$ cat src/rtl/irq_prio_pkg.sv
package irq_prio_pkg;
  localparam int REG_W        = 32;
  localparam int CODE_W       = 2;
  localparam int LVL_W        = 2;
  localparam int NSRC         = 4;
  localparam int EXT_CODE_LSB = 6;
  localparam int EXT_MODE_BIT = 8;
  localparam int STATUS_BIT   = 11;
  localparam int DMA0_LSB     = 16;
  localparam int DMA1_LSB     = 18;
  localparam int HOST_LSB     = 20;

  // source index order used by the decoder array
  localparam int SRC_EXT  = 0;
  localparam int SRC_DMA0 = 1;
  localparam int SRC_DMA1 = 2;
  localparam int SRC_HOST = 3;

  typedef struct packed {
    logic             en;
    logic [LVL_W-1:0] lvl;
  } prio_t;

  // 00 -> off, otherwise level = code - 1
  function automatic prio_t decode_prio(input logic [CODE_W-1:0] code);
    prio_t p;
    p.en  = |code;
    p.lvl = p.en ? LVL_W'(code - CODE_W'(1)) : '0;
    return p;
  endfunction

  function automatic logic [REG_W-1:0] field_mask(input int lsb, input int w);
    logic [REG_W-1:0] m;
    m = '0;
    for (int i = 0; i < w; i++) m[lsb+i] = 1'b1;
    return m;
  endfunction

  function automatic logic [REG_W-1:0] storage_mask();
    return field_mask(EXT_CODE_LSB, CODE_W) | field_mask(EXT_MODE_BIT, 1) |
           field_mask(DMA0_LSB, CODE_W) | field_mask(DMA1_LSB, CODE_W) |
           field_mask(HOST_LSB, CODE_W);
  endfunction
endpackage

$ cat src/rtl/irq_pin_sync.sv
module irq_pin_sync #(
  parameter int STAGES = 2
) (
  input  logic clk,
  input  logic rst_n,
  input  logic pin_n,
  output logic sync_n
);
  logic [STAGES-1:0] chain_q;

  // idle level of an active-low pin is high
  always_ff @(posedge clk or negedge rst_n) begin
    if (!rst_n) chain_q <= '1;
    else        chain_q <= {chain_q[STAGES-2:0], pin_n};
  end

  assign sync_n = chain_q[STAGES-1];
endmodule

$ cat src/rtl/irq_edge_capture.sv
module irq_edge_capture (
  input  logic clk,
  input  logic rst_n,
  input  logic sync_n,
  input  logic armed,
  input  logic ack,
  output logic fall_evt,
  output logic edge_q
);
  logic prev_n_q;

  always_ff @(posedge clk or negedge rst_n) begin
    if (!rst_n) prev_n_q <= 1'b1;
    else        prev_n_q <= sync_n;
  end

  assign fall_evt = prev_n_q & ~sync_n;

  // a fresh edge wins over a simultaneous acknowledge
  always_ff @(posedge clk or negedge rst_n) begin
    if (!rst_n)        edge_q <= 1'b0;
    else if (!armed)   edge_q <= 1'b0;
    else if (fall_evt) edge_q <= 1'b1;
    else if (ack)      edge_q <= 1'b0;
  end
endmodule

$ cat src/rtl/irq_src_decode.sv
module irq_src_decode
  import irq_prio_pkg::*;
(
  input  logic [CODE_W-1:0] code,
  input  logic              req,
  output logic              pend,
  output logic [LVL_W-1:0]  lvl
);
  prio_t p;
  assign p    = decode_prio(code);
  assign pend = p.en & req;
  assign lvl  = p.lvl;
endmodule

$ cat src/rtl/irq_prio_reg.sv
module irq_prio_reg
  import irq_prio_pkg::*;
#(
  parameter int SYNC_STAGES = 2
) (
  input  logic             clk,
  input  logic             rst_n,
  input  logic             wr_en,
  input  logic [REG_W-1:0] wr_data,
  output logic [REG_W-1:0] rd_data,
  input  logic             ext_irq_n,
  input  logic             ext_ack,
  input  logic             dma0_req,
  input  logic             dma1_req,
  input  logic             host_req,
  output logic             ext_pend,
  output logic [LVL_W-1:0] ext_lvl,
  output logic             dma0_pend,
  output logic [LVL_W-1:0] dma0_lvl,
  output logic             dma1_pend,
  output logic [LVL_W-1:0] dma1_lvl,
  output logic             host_pend,
  output logic [LVL_W-1:0] host_lvl
);
  localparam logic [REG_W-1:0] WR_MASK = storage_mask();

  logic [REG_W-1:0] ctrl_q;
  logic             sync_n, fall_evt, edge_q, edge_armed, ext_en, ext_req, status_bit;
  logic [CODE_W-1:0] code_arr [NSRC];
  logic              req_arr  [NSRC];
  logic              pend_arr [NSRC];
  logic [LVL_W-1:0]  lvl_arr  [NSRC];

  always_ff @(posedge clk or negedge rst_n) begin
    if (!rst_n)     ctrl_q <= '0;
    else if (wr_en) ctrl_q <= wr_data & WR_MASK;
  end

  irq_pin_sync #(.STAGES(SYNC_STAGES)) u_sync (
    .clk(clk), .rst_n(rst_n), .pin_n(ext_irq_n), .sync_n(sync_n)
  );

  assign ext_en     = |ctrl_q[EXT_CODE_LSB +: CODE_W];
  assign edge_armed = ext_en & ctrl_q[EXT_MODE_BIT];

  irq_edge_capture u_cap (
    .clk(clk), .rst_n(rst_n), .sync_n(sync_n), .armed(edge_armed),
    .ack(ext_ack), .fall_evt(fall_evt), .edge_q(edge_q)
  );

  assign status_bit = edge_armed ? edge_q : ~sync_n;
  assign ext_req    = status_bit;

  assign code_arr[SRC_EXT]  = ctrl_q[EXT_CODE_LSB +: CODE_W];
  assign code_arr[SRC_DMA0] = ctrl_q[DMA0_LSB +: CODE_W];
  assign code_arr[SRC_DMA1] = ctrl_q[DMA1_LSB +: CODE_W];
  assign code_arr[SRC_HOST] = ctrl_q[HOST_LSB +: CODE_W];
  assign req_arr[SRC_EXT]   = ext_req;
  assign req_arr[SRC_DMA0]  = dma0_req;
  assign req_arr[SRC_DMA1]  = dma1_req;
  assign req_arr[SRC_HOST]  = host_req;

  for (genvar s = 0; s < NSRC; s++) begin : g_src
    irq_src_decode u_dec (
      .code(code_arr[s]), .req(req_arr[s]), .pend(pend_arr[s]), .lvl(lvl_arr[s])
    );
  end

  assign ext_pend  = pend_arr[SRC_EXT];
  assign ext_lvl   = lvl_arr[SRC_EXT];
  assign dma0_pend = pend_arr[SRC_DMA0];
  assign dma0_lvl  = lvl_arr[SRC_DMA0];
  assign dma1_pend = pend_arr[SRC_DMA1];
  assign dma1_lvl  = lvl_arr[SRC_DMA1];
  assign host_pend = pend_arr[SRC_HOST];
  assign host_lvl  = lvl_arr[SRC_HOST];

  always_comb begin
    rd_data             = ctrl_q;
    rd_data[STATUS_BIT] = status_bit;
  end
endmodule

$ cat config.mk
export PLATFORM = sky130hd
export DESIGN_NAME = irq_prio_reg
export DESIGN_NICKNAME = d
export VERILOG_FILES = /design/src/rtl/irq_prio_pkg.sv /design/src/rtl/irq_pin_sync.sv /design/src/rtl/irq_edge_capture.sv /design/src/rtl/irq_src_decode.sv /design/src/rtl/irq_prio_reg.sv
export SDC_FILE = /design/constraint.sdc
export NUM_CORES = 1
export LEC_CHECK = 0
export BUFFER_PORTS_ARGS = -buffer_cell sky130_fd_sc_hd__buf_2
export CAP_MARGIN = 5
export CORE_MARGIN = 3
export CORE_UTILIZATION = 27
export DETAILED_ROUTE_END_ITERATION = 10
export MAX_ROUTING_LAYER = met4
export PLACE_DENSITY = 0.63
export SLEW_MARGIN = 40
export SYNTH_ARGS = -nofsm -noshare
export SYNTH_HDL_FRONTEND = slang
export SYNTH_SLANG_ARGS = --single-unit
$ cat constraint.sdc
create_clock -name clk -period 2.7 [get_ports clk]
set_clock_uncertainty 0.1 [all_clocks]
set_input_delay 0 -clock clk [delete_from_list [all_inputs] [get_ports clk]]
set_output_delay 0 -clock clk [all_outputs]
set_load 0.1 [all_outputs]
; After elaboration in Yosys (flattened, before gate mapping)
; Index checks and enable logic that the tools add are counted.
[word_totals]
reg_bits = 13
word_cells = 28
out_inout_bits = 44
in_bits = 40
[classes]
n_bitwise = 7
add_sub_neg = 4
reduce_logical = 4
muxes = 8
eq_ne = 1
[ops]
columns = operator, count
row1 = $mux W2, 4
row2 = $reduce_or A2 Y1, 4
row3 = $sub A2 B1 Y2 const B, 4
row4 = $and A1 B1 Y1, 6
row5 = $mux W1, 4
row6 = $ne A3 B3 Y1 const B, 1
row7 = $not A1 Y1, 1

; Depth between registers and ports, before layout
[logic_depth]
ltp_word = 4
mapped_depth = 3
depth_no_buf = 2

; Hierarchy
; From an unflattened synthesis, not the netlist that was laid out.
[unflattened]
cells_unflattened = 65
area_unflattened_um2 = 779.5
[modules_own_cells]
columns = module, n_inst, area_each_um2, cells_each, seq_area_each_um2
row1 = irq_prio_reg, 1, 568.0, 46, 225.2
row2 = irq_src_decode, 4, 20.0, 3, 0.0
row3 = irq_edge_capture, 1, 78.8, 5, 51.3
row4 = irq_pin_sync, 1, 52.6, 2, 52.6

; Worst setup path after synthesis
; OpenSTA, ideal clock, no wires.
[synth_path]
path_type = register to output
startpoint = reg ctrl_q[7]
endpoint = out ext_pend
arrival_ns = 3.350
path_buffers = 0
path_stages_with_launch = 3
required_ns = 2.600
slack_ns = -0.750
cell_sequence = dfrtp_1 nor2_1 a211oi_1
[synth_between]
elab_chain_cells = 4
[synth_rtl]
columns = item, line
row1 = from (decl), irq_prio_reg.sv:27  ; logic [REG_W-1:0] ctrl_q;
row2 = from (signal assigned), irq_prio_reg.sv:36  ; else if (wr_en) ctrl_q <= wr_data & WR_MASK;
row3 = $reduce_or A2 Y1 *, "irq_prio_pkg.sv:27, irq_prio_reg.sv:43"
row4 = $and A1 B1 Y1, irq_prio_reg.sv:44  ; assign edge_armed = ext_en & ctrl_q[EXT_MODE_BIT];
row5 = $mux W1, irq_prio_reg.sv:51  ; assign status_bit = edge_armed ? edge_q : ~sync_n;
row6 = $and A1 B1 Y1 *, irq_src_decode.sv:11  ; assign pend = p.en & req;
row7 = to (decl), irq_prio_reg.sv:16  ; output logic ext_pend,
; Mark *: on every way between the ends. The rest lies on a longest branch, timed or not.

; Worst setup path after layout
[layout_path]
startpoint = reg ctrl_q[7]
endpoint = out rd_data[11]
[layout_between]
elab_chain_cells = 3
[layout_rtl]
columns = item, line
row1 = $reduce_or A2 Y1, irq_prio_reg.sv:43  ; assign ext_en = |ctrl_q[EXT_CODE_LSB +: CODE_W];
row2 = $and A1 B1 Y1, irq_prio_reg.sv:44
row3 = $mux W1, irq_prio_reg.sv:51
row4 = to (decl), irq_prio_reg.sv:10  ; output logic [REG_W-1:0] rd_data,
; Every way passes these cells.

==> impl_summary.log <==
INFO  metric outcome = finished, final reports clean
INFO  metric cts_made_buffers = 3
INFO  metric cts_max_path_buffers = 2
INFO  metric timing_worst_setup_path_type = reg2out
INFO  metric power_per_cell_area = between 800 and 900 nW/um2
INFO  metric grt.overflow.total = 0
INFO  metric critPathRequiredTime = 2.60 ns
INFO  metric grt_first_pass_wirelength = 2.456 mm
INFO  metric worst-path-max-fanout = 6
INFO  metric clock_tree.htree_level_count = 1
INFO  metric slew_viol_final = 0
INFO  metric routed-via-count = around 580
INFO  metric gp_congestion = slightly below 0.7
INFO  metric globalRouteTotalUtil = 0.09697
INFO  metric antenna_cells_inserted = 0
INFO  metric worst_setup_path_end_kind = output pin
INFO  metric grt_max_degree = 14
INFO  metric setup_repair_after_global_routing_missed_its_margin = false
INFO  metric timing.final.setup_violations = 0
INFO  metric p_sw_frac = 0.5925
INFO  metric hold_buffers = 12
INFO  metric route.detailed.wl_per_inst = ~10 um
INFO  metric cts_setup_buffers = 0
INFO  metric timing.final.crit_share = 0.6212
INFO  metric busiest_layer = met2
INFO  metric finalWirelength = 1.547 mm
INFO  metric detail_route.iter0.violations = 1
INFO  metric start_util = 0.2979
INFO  metric p_r_area_growth_vs_syn = 35.21%
INFO  metric fin_ws = approximately 1.0 ns
INFO  metric seq_area_frac_synth = 0.4228
INFO  metric fp.dieArea = between 3000 and 4000 um2
INFO  metric worstPathArrival = approximately 1.6 ns
INFO  metric portBuffers = 38
INFO  metric cts.root.buffer_cell = sky130_fd_sc_hd__clkbuf_4
INFO  metric post_cts_resize_count = 0
INFO  metric drtPass1Iterations = 2
INFO  metric boundaryPins = 84
INFO  metric synthCells = 67
INFO  metric finalWorstPathRequiredPeriod = approximately 1.7 ns
INFO  metric startpoint_type = flop
INFO  metric num_rows = 18
INFO  metric core_area = 2613 um2
INFO  metric worstHoldPathType = in2async
INFO  metric ys.warnings.count = 0
INFO  metric fin_worst_hold_slack = slightly above 0.06 ns
INFO  metric fp.dieW = just under 60 um
INFO  metric power.leakage = between 0.5 and 0.6 nW
INFO  metric comb_pwr_share = 0.585
INFO  metric max_cap_viol_count = 0
INFO  metric tritoncts = done
INFO  metric viasPerCell = approximately 3.9
INFO  metric path_clk_slew = approximately 0.080 ns
INFO  metric share_clk_of_total_power = 0.140
INFO  metric globalRouteMet2Util = 0.1636
INFO  metric fmax = 0.5962 GHz
INFO  metric ant_nets = 0
INFO  metric use_met1 = 0.1055
INFO  metric place_ws = 1.318 ns
INFO  metric ys_ff_latch = 13
INFO  metric vdd_ir_drop_max = 0.4905 mV
INFO  metric cts.sink_count = 13
INFO  metric mappedNetlistArea = roughly 800 um2
INFO  metric grt_antenna_before_repair = 0
INFO  metric number_of_distinct_standard_cells_referenced_by_the_synthesized_netlist = 16
INFO  metric die_h = between 50 and 60 um
INFO  metric final_layout_size_suffix_gt1_frac = 0.4576
INFO  metric layout_fillers = 260
INFO  metric hold_viol = 0
INFO  metric power.sequential.fraction = 0.275
INFO  metric grt_util_met3 = 0.02376
INFO  metric final.setup.tns = 0 ns
INFO  metric drc = 0
INFO  metric clock_latency = roughly 0.27 ns
INFO  metric first_global_vias = approximately 560
INFO  metric power_switching = about 500 uW
INFO  metric syn_area_per_cell = roughly 12 um2
INFO  metric internal_power = between 300 and 400 uW
INFO  metric finish.net_count = 159
## worst max-delay path, cell delays in order, from the launching register on
cell                      delay, ns
sky130_fd_sc_hd__dfrtp_1       0.44
sky130_fd_sc_hd__o21ai_1       0.22
sky130_fd_sc_hd__mux2i_1       0.20
sky130_fd_sc_hd__buf_2         0.45
## synthesized netlist by cell type
cell type / n / area, um2
sky130_fd_sc_hd__a211oi_1: 1 / 7.510
sky130_fd_sc_hd__a21oi_1: 1 / 5.000
sky130_fd_sc_hd__and2_1: 4 / 25.02
sky130_fd_sc_hd__buf_4: 23 / 172.7
sky130_fd_sc_hd__buf_6: 1 / 11.26
sky130_fd_sc_hd__conb_1: 1 / 3.750
sky130_fd_sc_hd__dfrtp_1: 10 / 250.2
sky130_fd_sc_hd__dfstp_2: 3 / 78.83
sky130_fd_sc_hd__inv_1: 1 / 3.750
sky130_fd_sc_hd__mux2_4: 9 / 135.1
sky130_fd_sc_hd__mux2i_1: 1 / 10.01
sky130_fd_sc_hd__nand2b_1: 2 / 12.51
sky130_fd_sc_hd__nor2_1: 1 / 3.750
sky130_fd_sc_hd__nor2b_1: 5 / 31.28
sky130_fd_sc_hd__o21a_1: 3 / 22.52
sky130_fd_sc_hd__o21ai_1: 1 / 5.000
## path summary, 6_finish.rpt
check                                  start           endpoint  slack (ns)  cells past startpoint
setup / recovery                   ctrl_q[7]        rd_data[11]        1.02                      3
hold / removal                         rst_n         ctrl_q[21]        0.06                      2
setup reg to reg                   ctrl_q[7]       u_cap.edge_q        1.76                      2
hold reg to reg            u_sync.chain_q[0]  u_sync.chain_q[1]        0.26                      0
max in group asynchronous              rst_n  u_sync.chain_q[1]        2.16                      2
min in group clk                       wr_en         ctrl_q[21]        0.07                      2
## per-layer routing
metal	vias up	part of all wire	wire length, um
met3	0	0.13	198
met1	250	0.39	602
li1	275	-	-
met5	-	0	0
met2	50	0.48	746
met4	0	0	0
## cell type report
cell class,count,area (um2),area share
clock buffers,4,26.28,0.02497
inverters,1,3.754,0.003567
multi-input cells,50,345.3,0.3282
flip-flops and latches,13,329.1,0.3127
well taps,30,37.54,0.03567
repair buffers,50,310.3,0.2949
## sequential cells by signal, summed over array words and instances, names as in the netlist
register,cells
ctrl_q,9
u_cap.edge_q,1
u_cap.prev_n_q,1
u_sync.chain_q,2
## cells in the final DEF, fill, tap and decap left out
| cell type | count |
|---|---|
| sky130_fd_sc_hd__inv_1 | 1 |
| sky130_fd_sc_hd__mux2_4 | 9 |
| sky130_fd_sc_hd__o21ai_1 | 1 |
| sky130_fd_sc_hd__a211oi_2 | 1 |
| sky130_fd_sc_hd__dfstp_2 | 3 |
| sky130_fd_sc_hd__nand2b_1 | 2 |
| sky130_fd_sc_hd__o21a_1 | 3 |
| sky130_fd_sc_hd__a21oi_1 | 1 |
| sky130_fd_sc_hd__nor2b_1 | 5 |
| sky130_fd_sc_hd__clkbuf_4 | 3 |
| sky130_fd_sc_hd__conb_1 | 22 |
| sky130_fd_sc_hd__dfrtp_1 | 10 |
| sky130_fd_sc_hd__clkbuf_1 | 1 |
| sky130_fd_sc_hd__mux2i_1 | 1 |
| sky130_fd_sc_hd__nor2_1 | 1 |
| sky130_fd_sc_hd__buf_2 | 38 |
| sky130_fd_sc_hd__dlygate4sd3_1 | 12 |
| sky130_fd_sc_hd__and2_1 | 4 |
## power groups by stage
stage / combinational (mW) / clock [mW] / sequential (mW)
2_1_floorplan: 0.359 / 0 / 0.332
3_3_place_gp: 0.480 / 0 / 0.236
3_5_place_dp: 0.482 / 0 / 0.236
4_1_cts: 0.496 / 0.124 / 0.233
5_1_grt: 0.509 / 0.135 / 0.237
6_report: 0.495 / 0.118 / 0.233
## through the flow
step           cell area, um2  utilization  instances  total power, mW
2_1_floorplan           862.1            -         88           0.6905
3_3_place_gp            905.9       0.3467        132           0.7159
3_5_place_dp            905.9       0.3467        132           0.7185
4_1_cts                  1052       0.4028        148           0.8528
5_1_grt                  1052       0.4028        148           0.8807
6_report                 1052       0.4028        148           0.8465
## kinds of logic (layout without fill, tap and decap cells)
logic type | after synthesis | in the layout | synth area share
simple gates | 12 | 12 | 0.09324
mux | 10 | 10 | 0.1865
compound gates | 6 | 6 | 0.05144
flops | 13 | 13 | 0.4228
other cells | 1 | 22 | 0.004819
buf+inv | 25 | 55 | 0.2412
No activity file was read; power rests on OpenSTA's default activity.
